**config.mk**
```make
export PLATFORM = sky130hd
export DESIGN_NAME = can_err_status
export DESIGN_NICKNAME = d
export VERILOG_FILES = /design/src/rtl/can_err_pkg.sv /design/src/rtl/can_err_classify.sv /design/src/rtl/can_err_hold.sv /design/src/rtl/can_err_status.sv
export SDC_FILE = /design/constraint.sdc
export NUM_CORES = 1
export LEC_CHECK = 0
export CAP_MARGIN = 20
export CELL_PAD_IN_SITES_DETAIL_PLACEMENT = 0
export CELL_PAD_IN_SITES_GLOBAL_PLACEMENT = 1
export CORE_AREA = 2 2 39 41
export CTS_CLUSTER_DIAMETER = 120
export DETAILED_ROUTE_END_ITERATION = 8
export DIE_AREA = 0 0 41 43
export DONT_BUFFER_PORTS = 1
export PLACE_DENSITY_LB_ADDON = 0.1
export SLEW_MARGIN = 10
export SYNTH_ARGS = -nofsm -noshare
export SYNTH_HDL_FRONTEND = slang
export SYNTH_SLANG_ARGS = --single-unit
```
**constraint.sdc**
```tcl
create_clock -name clk -period 2.7 [get_ports clk]
set_input_delay 0.54 -clock clk [delete_from_list [all_inputs] [get_ports clk]]
set_output_delay 0.54 -clock clk [all_outputs]
set_load 0.005 [all_outputs]
```
**src/rtl/can_err_pkg.sv**
```systemverilog
package can_err_pkg;

    typedef enum logic [1:0] {
        ST_OK      = 2'b00,
        ST_WARN    = 2'b01,
        ST_PASSIVE = 2'b10,
        ST_BUSOFF  = 2'b11
    } bus_st_t;

    typedef struct packed {
        bus_st_t rx;
        bus_st_t tx;
    } st_pair_t;

    localparam st_pair_t PAIR_IDLE = '{rx: ST_OK, tx: ST_OK};

    // Transmitter severity from its count and the three limits.
    function automatic bus_st_t tx_level(input int unsigned cnt,
                                         input int unsigned warn_lim,
                                         input int unsigned pass_lim,
                                         input int unsigned off_lim);
        if (cnt > off_lim)       return ST_BUSOFF;
        else if (cnt > pass_lim) return ST_PASSIVE;
        else if (cnt > warn_lim) return ST_WARN;
        else                     return ST_OK;
    endfunction

    // Receiver severity; the receiver never reaches bus-off from its own count.
    function automatic bus_st_t rx_level(input int unsigned cnt,
                                         input int unsigned warn_lim,
                                         input int unsigned pass_lim);
        if (cnt > pass_lim)      return ST_PASSIVE;
        else if (cnt > warn_lim) return ST_WARN;
        else                     return ST_OK;
    endfunction

endpackage

```
**src/rtl/can_err_classify.sv**
```systemverilog
module can_err_classify
    import can_err_pkg::*;
#(
    parameter int TX_CNT_W  = 9,
    parameter int RX_CNT_W  = 8,
    parameter int WARN_LIM  = 96,
    parameter int PASS_LIM  = 127,
    parameter int OFF_LIM   = 255
) (
    input  logic [TX_CNT_W-1:0] tx_cnt,
    input  logic [RX_CNT_W-1:0] rx_cnt,
    input  bus_st_t             shown_tx,
    output st_pair_t            target
);

    bus_st_t tx_raw;
    bus_st_t rx_raw;

    always_comb begin
        tx_raw = tx_level(32'(tx_cnt), WARN_LIM, PASS_LIM, OFF_LIM);
        rx_raw = rx_level(32'(rx_cnt), WARN_LIM, PASS_LIM);
    end

    // Bus-off dominates the receiver code; leaving bus-off passes through OK.
    always_comb begin
        target.tx = tx_raw;
        if (tx_raw == ST_BUSOFF)
            target.rx = ST_BUSOFF;
        else if (shown_tx == ST_BUSOFF)
            target.rx = ST_OK;
        else
            target.rx = rx_raw;
    end

endmodule

```
**src/rtl/can_err_hold.sv**
```systemverilog
module can_err_hold
    import can_err_pkg::*;
(
    input  logic     clk,
    input  logic     rst,
    input  st_pair_t target,
    input  logic     clr,
    output st_pair_t shown,
    output logic     pending
);

    logic differs;

    always_comb differs = (target != shown);

    always_ff @(posedge clk) begin
        if (rst) begin
            shown   <= PAIR_IDLE;
            pending <= 1'b0;
        end else if (pending) begin
            if (clr)
                pending <= 1'b0;
        end else if (differs) begin
            shown   <= target;
            pending <= 1'b1;
        end
    end

endmodule

```
**src/rtl/can_err_status.sv**
```systemverilog
module can_err_status
    import can_err_pkg::*;
#(
    parameter int TX_CNT_W = 9,
    parameter int RX_CNT_W = 8,
    parameter int WARN_LIM = 96,
    parameter int PASS_LIM = 127,
    parameter int OFF_LIM  = 255
) (
    input  logic                clk,
    input  logic                rst,
    input  logic [TX_CNT_W-1:0] tx_err_cnt,
    input  logic [RX_CNT_W-1:0] rx_err_cnt,
    input  logic                flag_clr,
    input  logic                irq_en,
    output logic [1:0]          rx_state,
    output logic [1:0]          tx_state,
    output logic                chg_flag,
    output logic                irq_req
);

    st_pair_t target;
    st_pair_t shown;
    logic     pending;

    can_err_classify #(
        .TX_CNT_W (TX_CNT_W),
        .RX_CNT_W (RX_CNT_W),
        .WARN_LIM (WARN_LIM),
        .PASS_LIM (PASS_LIM),
        .OFF_LIM  (OFF_LIM)
    ) u_classify (
        .tx_cnt   (tx_err_cnt),
        .rx_cnt   (rx_err_cnt),
        .shown_tx (shown.tx),
        .target   (target)
    );

    can_err_hold u_hold (
        .clk     (clk),
        .rst     (rst),
        .target  (target),
        .clr     (flag_clr),
        .shown   (shown),
        .pending (pending)
    );

    assign rx_state = shown.rx;
    assign tx_state = shown.tx;
    assign chg_flag = pending;
    assign irq_req  = pending & irq_en;

endmodule

```
==> qor.yml, run 1 <==
io_buffers: 0
ant_nets: 0
cap_violations: 0
p_leak_uw: 0.0001597
slew_headroom: 0.6750
drive_gt1_frac: 0.2128
finalSetupTns_ps: 0
final_cells: 63
ys_warn_count: 0
cts_post_setup_buffers_inserted: 0
crit_arrival_ps: 1970
vias: 341
worst_pin_slew_ps: 487.6
setup_ws_ps: 850.1
crit_path_end_kind: "register"
wl_per_cell_um: 13.48
critPathMaxFanout: 3
synth_cell_type_count: 28
cts_root_buffer: "clkbuf_4"
dpl.hpwl_um: 711.9
nets: 69
fin_crit_sh: 0.6852
area_growth_pct: 9.272
clock_sinks: 5
met1_length_um: 317
grt_pass1_wl_mm: 1.290
overflow: 0
yosysSeqAreaShare: 0.2649
die_h_um: 43
gp_congestion: 0.6676
wirelength_um: 849
synth_cells: 44
num_io_pins: 27
grt_util_all_layers: 0.1085
clock_latency_ps: 240
grt_pass1_vias: 322
finClkSkew_ps: 2.463
numCtsBuffers: 3
post-place-cells: 59
ys_seq_elements: 5
rsz0062_at_grt: "no"
drtIter0Drc: 3
start_util: 0.2731
setup_viol: 0
hp-class: "in2reg"
die_area_um2: 1763
ir_drop_v: 0.0001943
synthesis.nets: 65
final-hold-violation-count: 0
avgSynthCellArea_um2: 8.588
dp_worst_setup_slack_ps: 596.1
drc: 0
cts.repair.resized: 0
avgViaCountPerCell: 5.413
hold_slack_ps: 364.4
rows: 14
met2_length_um: 409
fp.coreArea_um2: 1384
r2r_setup_slack_ps: 1080
clkTransAtPathRegs_ps: 40
fmax_ghz: 0.5406
cp.required_ps: 2820
diodes: 0
dr.pass1.iters: 2
cts_buffer_depth: 2
antenna_found_initial: 0
crit_type: "in2reg"
cts_hold_buf: 0
fin_crit_ps: 1850
die_w_um: 41
maxSlewViolCount: 0
p_per_area_nw_per_um2: 534.1
cts_tree: "built"
grt_start_max_net_pins: 10
status: "complete, no violations"
top_layer: "met3"
h-tree-depth: 1
wl_met3_um: 122
post-route-util: 0.2984
syn-cell-area_um2: 377.9
critPathLaunchType: "input port"
## where the power goes
group	leakage [uW]	internal [uW]	switching [uW]
sequential	0.0000418	81.8	13.8
combinational	0.000103	24.1	17.0
clock	0.0000150	55.7	28.1
total	0.000160	162	58.9
## metrics by stage
step                instance area [um2]  total power [uW]
floorplan                         377.9             134.2
CTS                               412.9             227.3
detailed placement                386.6             139.2
global route                      412.9             238.6
finish                            412.9             220.5
global placement                  386.6             138.6
## Yosys cell counts
library cell | count | area, um2
buf_6 | 1 | 11.26
xnor2_4 | 1 | 27.53
or4_4 | 1 | 11.26
nand2_1 | 1 | 3.750
and3b_1 | 1 | 8.760
a22oi_1 | 1 | 7.510
nor2_1 | 5 | 18.77
o21ai_0 | 2 | 10.01
inv_1 | 2 | 7.510
o21ai_2 | 1 | 8.760
nor4_1 | 1 | 6.260
a32oi_1 | 1 | 8.760
nand3_1 | 1 | 5.000
a31oi_1 | 1 | 6.260
and2_1 | 1 | 6.260
and3_1 | 1 | 6.260
nand3b_1 | 1 | 7.510
nor3_1 | 2 | 10.01
mux2i_1 | 1 | 10.01
and2b_1 | 1 | 7.510
a221oi_1 | 1 | 8.760
inv_2 | 1 | 3.750
a21oi_1 | 5 | 25.02
o211ai_2 | 1 | 12.51
mux2_4 | 1 | 15.01
o21bai_2 | 1 | 11.26
dfxtp_1 | 5 | 100.1
nand2b_1 | 2 | 12.51
## critical path: stages
cell and delay, ps:
or4_4 510, o211ai_2 180, and3_1 200, o21ai_2 60
o21bai_2 170, mux2_4 310
## metal layers
metal	global-route usage	up-vias
li1	-	170
met5	0	-
met1	0.1355	151
met4	0.08000	0
met2	0.1531	20
met3	0.02618	0
## cells in the final DEF, fill, tap and decap left out
| cell | count |
|---|---|
| a21oi_1 | 5 |
| a221oi_1 | 1 |
| a22oi_1 | 1 |
| a31oi_1 | 1 |
| a32oi_1 | 1 |
| and2_1 | 1 |
| and2b_1 | 1 |
| and3_1 | 1 |
| and3b_1 | 1 |
| clkbuf_1 | 1 |
| clkbuf_4 | 3 |
| dfxtp_1 | 5 |
| inv_1 | 2 |
| inv_2 | 1 |
| mux2_4 | 1 |
| mux2i_1 | 1 |
| nand2_1 | 1 |
| nand2b_1 | 2 |
| nand3_1 | 1 |
| nand3b_1 | 1 |
| nor2_1 | 5 |
| nor3_1 | 2 |
| nor4_1 | 1 |
| o211ai_2 | 1 |
| o21ai_0 | 2 |
| o21ai_2 | 1 |
| o21bai_2 | 1 |
| or4_4 | 1 |
| xnor2_4 | 1 |
## final cells by class
type	count	area, um2
flip-flops and latches	5	100.1
multi-input cells	35	255.2
inverters	3	11.26
well taps	16	20.02
clock buffers	4	26.28
fillers	160	970.9
## flip-flops by register name (all words and copies together) (netlist names)
name            count
u_hold.shown        4
u_hold.pending      1
## logic make-up after synthesis
group / Yosys count / share of synthesized area
AND/OR/NAND/NOR: 18 / 0.2749
AO/OA/AOI/OAI: 14 / 0.2616
flip-flops: 5 / 0.2649
buffers and inverters: 4 / 0.05960
multiplexers: 2 / 0.06621
XOR/XNOR: 1 / 0.07286
## final timing paths
| path | startpoint | cells after the start | to |
|---|---|---|---|
| worst max-delay path | rx_err_cnt[0] | 6 | u_hold.shown[3] |
| worst min-delay path | rst | 1 | u_hold.pending |
| worst max register to register | u_hold.shown[0] | 6 | u_hold.shown[3] |
| worst min register to register | u_hold.shown[2] | 2 | u_hold.shown[2] |
Note: power is estimated with default switching activity, not from simulation.
==> inputs of run 2 (changes only) <==
Clock period 2.7 ns to 1.8 ns, I/O delays scaled along.
==> qor.yml, run 2 (synthesized netlist as in run 1, its figures left out) <==
worstReg2RegEnd: "u_hold.shown[3]"
fp.coreArea_um2: 1384  # unchanged
wl_per_cell_um: 13.28  # -1.4%
post-route-util: 0.3201  # +0.02170
dp_worst_setup_slack_ps: -136.0  # -732.0 ps
setup_ws_ps: 121.1  # -728.9 ps
critPathMaxFanout: 3  # unchanged
timing.rr.start: "u_hold.shown[1]"
cts_buffer_depth: 2  # unchanged
rows: 14  # unchanged
avgViaCountPerCell: 5.328  # -1.6%
drc: 0  # unchanged
diodes: 0  # unchanged
num_io_pins: 27  # unchanged
hp-class: "in2reg"
clock_latency_ps: 240  # about the same
largest_reg_flops: 4  # unchanged
slew_headroom: 0.7873  # +0.1123
wirelength_um: 890  # +4.8%
clock_sinks: 5  # unchanged
grt_pass1_vias: 326  # +1.2%
grt_util_all_layers: 0.1299  # +0.02137
numCtsBuffers: 3  # unchanged
maxSlewViolCount: 0  # unchanged
grt_pass1_wl_mm: 1.490  # +16%
reg2regPathDepth: 6  # unchanged
startpoint: "rx_err_cnt[0]"
nFillCells: 147  # -8.1%
r2r_setup_slack_ps: 280  # -800 ps
fmax_ghz: 0.5956
vias: 357  # +4.7%
status: "complete, no violations"
p_leak_uw: 0.0001787  # +12%
die_w_um: 41  # unchanged
worst_pin_slew_ps: 318.6  # -169.0 ps
area_growth_pct: 17.22
fin_crit_ps: 1679
multi_input_area_um2: 255.2  # unchanged
overflow: 0  # unchanged
dpl.hpwl_um: 714.5  # +0.37%
crit_type: "in2reg"
antenna_found_initial: 0  # unchanged
crit_arrival_ps: 1810  # -160 ps
drive_gt1_frac: 0.2745  # +0.06174
hold_slack_ps: 179.2  # -185.2 ps
io_buffers: 0  # unchanged
layout_common_cells: "5 x nor2_1, 5 x a21oi_1, 5 x dfxtp_1"
nets: 73  # +5.8%
top_regs: "u_hold.shown: 4 flops, u_hold.pending: 1 flops"
p_per_area_nw_per_um2: 787.2  # +47%
rsz0062_at_grt: "no"
ir_drop_v: 0.0002236  # +15%
finClkSkew_ps: 6.706  # +4.243 ps
cts_root_buffer: "clkbuf_4"
cts_hold_buf: 0  # unchanged
cap_violations: 0  # unchanged
cts.repair.resized: 0  # unchanged
regMostFlops: "u_hold.shown"
cts_tree: "built"
clkTransAtPathRegs_ps: 50  # about the same
grt_start_max_net_pins: 10  # unchanged
final-hold-violation-count: 0  # unchanged
fin_crit_sh: 0.9327
finalPower_uw: 348.7  # +58%
h-tree-depth: 1  # unchanged
drtIter0Drc: 1  # -2
die_h_um: 43  # unchanged
critPathLaunchType: "input port"
ant_nets: 0  # unchanged
gp_congestion: 0.6677  # about the same
die_area_um2: 1763  # unchanged
crit_end: "u_hold.shown[3]"
cts_post_setup_buffers_inserted: 0  # unchanged
start_util: 0.2731  # unchanged
crit_path_end_kind: "register"
seq_area_um2: 100.1  # unchanged
dr.pass1.iters: 2  # unchanged
setup_viol: 0  # unchanged
cp.required_ps: 1930  # -890 ps
[run 2: cell types whose count changed in the layout (fill, tap and decap cells not counted)]
cell | previous run | this run
buf_4 | 0 | 4
[run 2: metrics by stage]
step / cells / setup TNS [ps] / instance area [um2]
2_1_floorplan: 44 / -52.25 / 377.9
3_3_place_gp: 63 / -119.5 / 416.7
3_5_place_dp: 63 / -136.0 / 416.7
4_1_cts: 67 / 0 / 442.9
5_1_grt: 67 / 0 / 442.9
6_report: 67 / 0 / 442.9
[run 2: cell type report]
class,instances,area share
clock buffers,4,0.05932
well taps,16,0.04520
inverters,3,0.02542
repair buffers,4,0.06780
flip-flops and latches,5,0.2260
multi-input cells,35,0.5763
[run 2: per-layer routing]
metal | global-route usage | part of all wire
met1 | 0.1591 | 0.42
met2 | 0.1688 | 0.43
met3 | 0.04188 | 0.13
met4 | 0.1200 | 0.011
met5 | 0 | 0
[run 2: how the worst min path moves through the flow]
stage	from	slack [ps]	endpoint	depth (start not counted)
after floorplan	rst	430	u_hold.pending	1
after global placement	rst	430	u_hold.pending	1
after detailed placement	rst	430	u_hold.pending	1
after CTS	rst	170	u_hold.shown[0]	1
after global routing	rst	160	u_hold.shown[0]	1
final	rst	180	u_hold.shown[0]	1
[run 2: worst max-delay path: stages]
cell and delay, ps:
or4_4 510, o211ai_2 220, and3_1 200, o21ai_2 60, o21bai_2 150, mux2_4 310
[run 2: power breakdown]
group | switching, uW | total (uW) | internal [uW] | leakage [uW]
clock | 49.1 | 133 | 84.0 | 0.0000150
combinational | 31.7 | 76.4 | 44.7 | 0.000122
sequential | 16.7 | 139 | 123 | 0.0000418
==> inputs of run 3 (changes only) <==
Settings changed: CELL_PAD_IN_SITES_GLOBAL_PLACEMENT 1 to 2, CORE_AREA 2 2 39 41 to unset, CORE_MARGIN set to 10, CORE_UTILIZATION set to 28, DIE_AREA 0 0 41 43 to unset.
==> qor.yml, run 3 (synthesized netlist as in run 1, its figures left out) <==
status: "complete, no violations"
overflow: 0  # unchanged
grt_pass1_vias: 353  # +8.3%
regMostFlops: "u_hold.shown"
io_buffers: 0  # unchanged
fin_crit_ps: 1680  # +1.051 ps
antenna_found_initial: 0  # unchanged
rsz0062_at_grt: "no"
drtIter0Drc: 2  # +1
largest_reg_flops: 4  # unchanged
cp.required_ps: 1920  # about the same
crit_type: "in2reg"
die_area_um2: 3219  # +83%
final_cells: 65  # -3.0%
numCtsBuffers: 3  # unchanged
timing.rr.start: "u_hold.shown[1]"
wl_per_cell_um: 16.77  # +26%
p_leak_uw: 0.0001740  # -2.6%
dr.pass1.iters: 4  # +2
setup_ws_ps: 120.1  # -1.051 ps
p_per_area_nw_per_um2: 790.3  # +0.39%
drive_gt1_frac: 0.2600  # -0.01451
start_util: 0.2941  # +0.02100
maxSlewViolCount: 0  # unchanged
crit_path_end_kind: "register"
area_growth_pct: 14.90
rows: 13  # -1
post-route-util: 0.3379  # +0.01780
cap_violations: 0  # unchanged
gp_congestion: 0.6238  # -6.6%
cts_buffer_depth: 2  # unchanged
startpoint: "rx_err_cnt[0]"
h-tree-depth: 1  # unchanged
fmax_ghz: 0.5953  # about the same
cts_post_setup_buffers_inserted: 0  # unchanged
die_w_um: 56.74  # +38%
top_regs: "u_hold.shown: 4 flops, u_hold.pending: 1 flops"
worstReg2RegEnd: "u_hold.shown[3]"
finClkSkew_ps: 4.011  # -2.695 ps
cts_hold_buf: 0  # unchanged
fp.coreArea_um2: 1285  # -7.1%
num_io_pins: 27  # unchanged
dp_worst_setup_slack_ps: -122.6  # +13.41 ps
crit_arrival_ps: 1800  # about the same
worst_pin_slew_ps: 469.4  # +150.8 ps
vias: 340  # -4.8%
avgViaCountPerCell: 5.231  # -1.8%
grt_util_all_layers: 0.06829  # -0.06162
post-place-cells: 61  # -3.2%
grt_pass1_wl_mm: 1.759  # +18%
reg2regPathDepth: 6  # unchanged
cts_root_buffer: "clkbuf_4"
clock_latency_ps: 240  # about the same
grt_start_max_net_pins: 10  # unchanged
ant_nets: 0  # unchanged
nFillCells: 145  # -1.4%
crit_end: "u_hold.shown[3]"
setup_viol: 0  # unchanged
dpl.hpwl_um: 932.5  # +31%
clock_sinks: 5  # unchanged
clkTransAtPathRegs_ps: 50  # about the same
critPathLaunchType: "input port"
slew_headroom: 0.6870  # -0.1003
diodes: 0  # unchanged
final-hold-violation-count: 0  # unchanged
wirelength_mm: 1.090  # +22%
nets: 72  # -1.4%
r2r_setup_slack_ps: 240  # -40 ps
cts_tree: "built"
drc: 0  # unchanged
die_h_um: 56.74  # +32%
cts.repair.resized: 0  # unchanged
critPathMaxFanout: 3  # unchanged
ir_drop_v: 0.0003597  # +61%
layout_common_cells: "5 x nor2_1, 5 x a21oi_1, 5 x dfxtp_1"
hp-class: "in2reg"
fin_crit_sh: 0.9333  # about the same
[run 3: changes by cell type in the layout (fill, tap and decap cells not counted)]
cell   change
buf_4      -1
[run 3: cell type report]
| cell class | count | area [um2] | share of cell area |
|---|---|---|---|
| Clock buffer | 4 | 26.28 | 0.06052 |
| Sequential cell | 5 | 100.1 | 0.2305 |
| Timing Repair Buffer | 3 | 22.52 | 0.05187 |
| Tap cell | 15 | 18.77 | 0.04323 |
| Multi-Input combinational cell | 35 | 255.2 | 0.5879 |
| Inverter | 3 | 11.26 | 0.02594 |
[run 3: critical path, stage by stage]
cell and delay (ps):
or4_4 510, o211ai_2 210, and3_1 200, o21ai_2 60, o21bai_2 160, mux2_4 310
[run 3: metrics by stage]
step	hold slack (ps)	TNS, ps	total power [uW]	cell area (um2)
after global routing	172.5	0	369.5	434.2
final	184.7	0	343.1	434.2
after detailed placement	433.2	-122.6	218.3	407.9
after floorplan	429.1	-52.25	201.4	377.9
after global placement	430.7	-110.2	217.8	407.9
after CTS	177.4	0	350.5	434.2
[run 3: worst min path at each step]
stage	depth (start not counted)	endpoint	from	slack (ps)
floorplan	1	u_hold.pending	rst	430
global placement	1	u_hold.pending	rst	430
detailed placement	1	u_hold.pending	rst	430
CTS	1	u_hold.pending	rst	180
global route	1	u_hold.shown[0]	rst	170
finish	1	u_hold.pending	rst	180
[run 3: power by group]
part           switching (uW)  internal [uW]
Combinational            31.1           42.7
Sequential               18.2            123
Clock                    44.8           83.7
Total                    94.1            249
[run 3: per-layer routing]
layer  share of wire  track usage  wire length (um)
met1            0.37      0.06357               408
met2            0.51       0.1191               554
met3            0.12      0.04494               127
met4               0      0.02013                 0
met5               0            0                 0
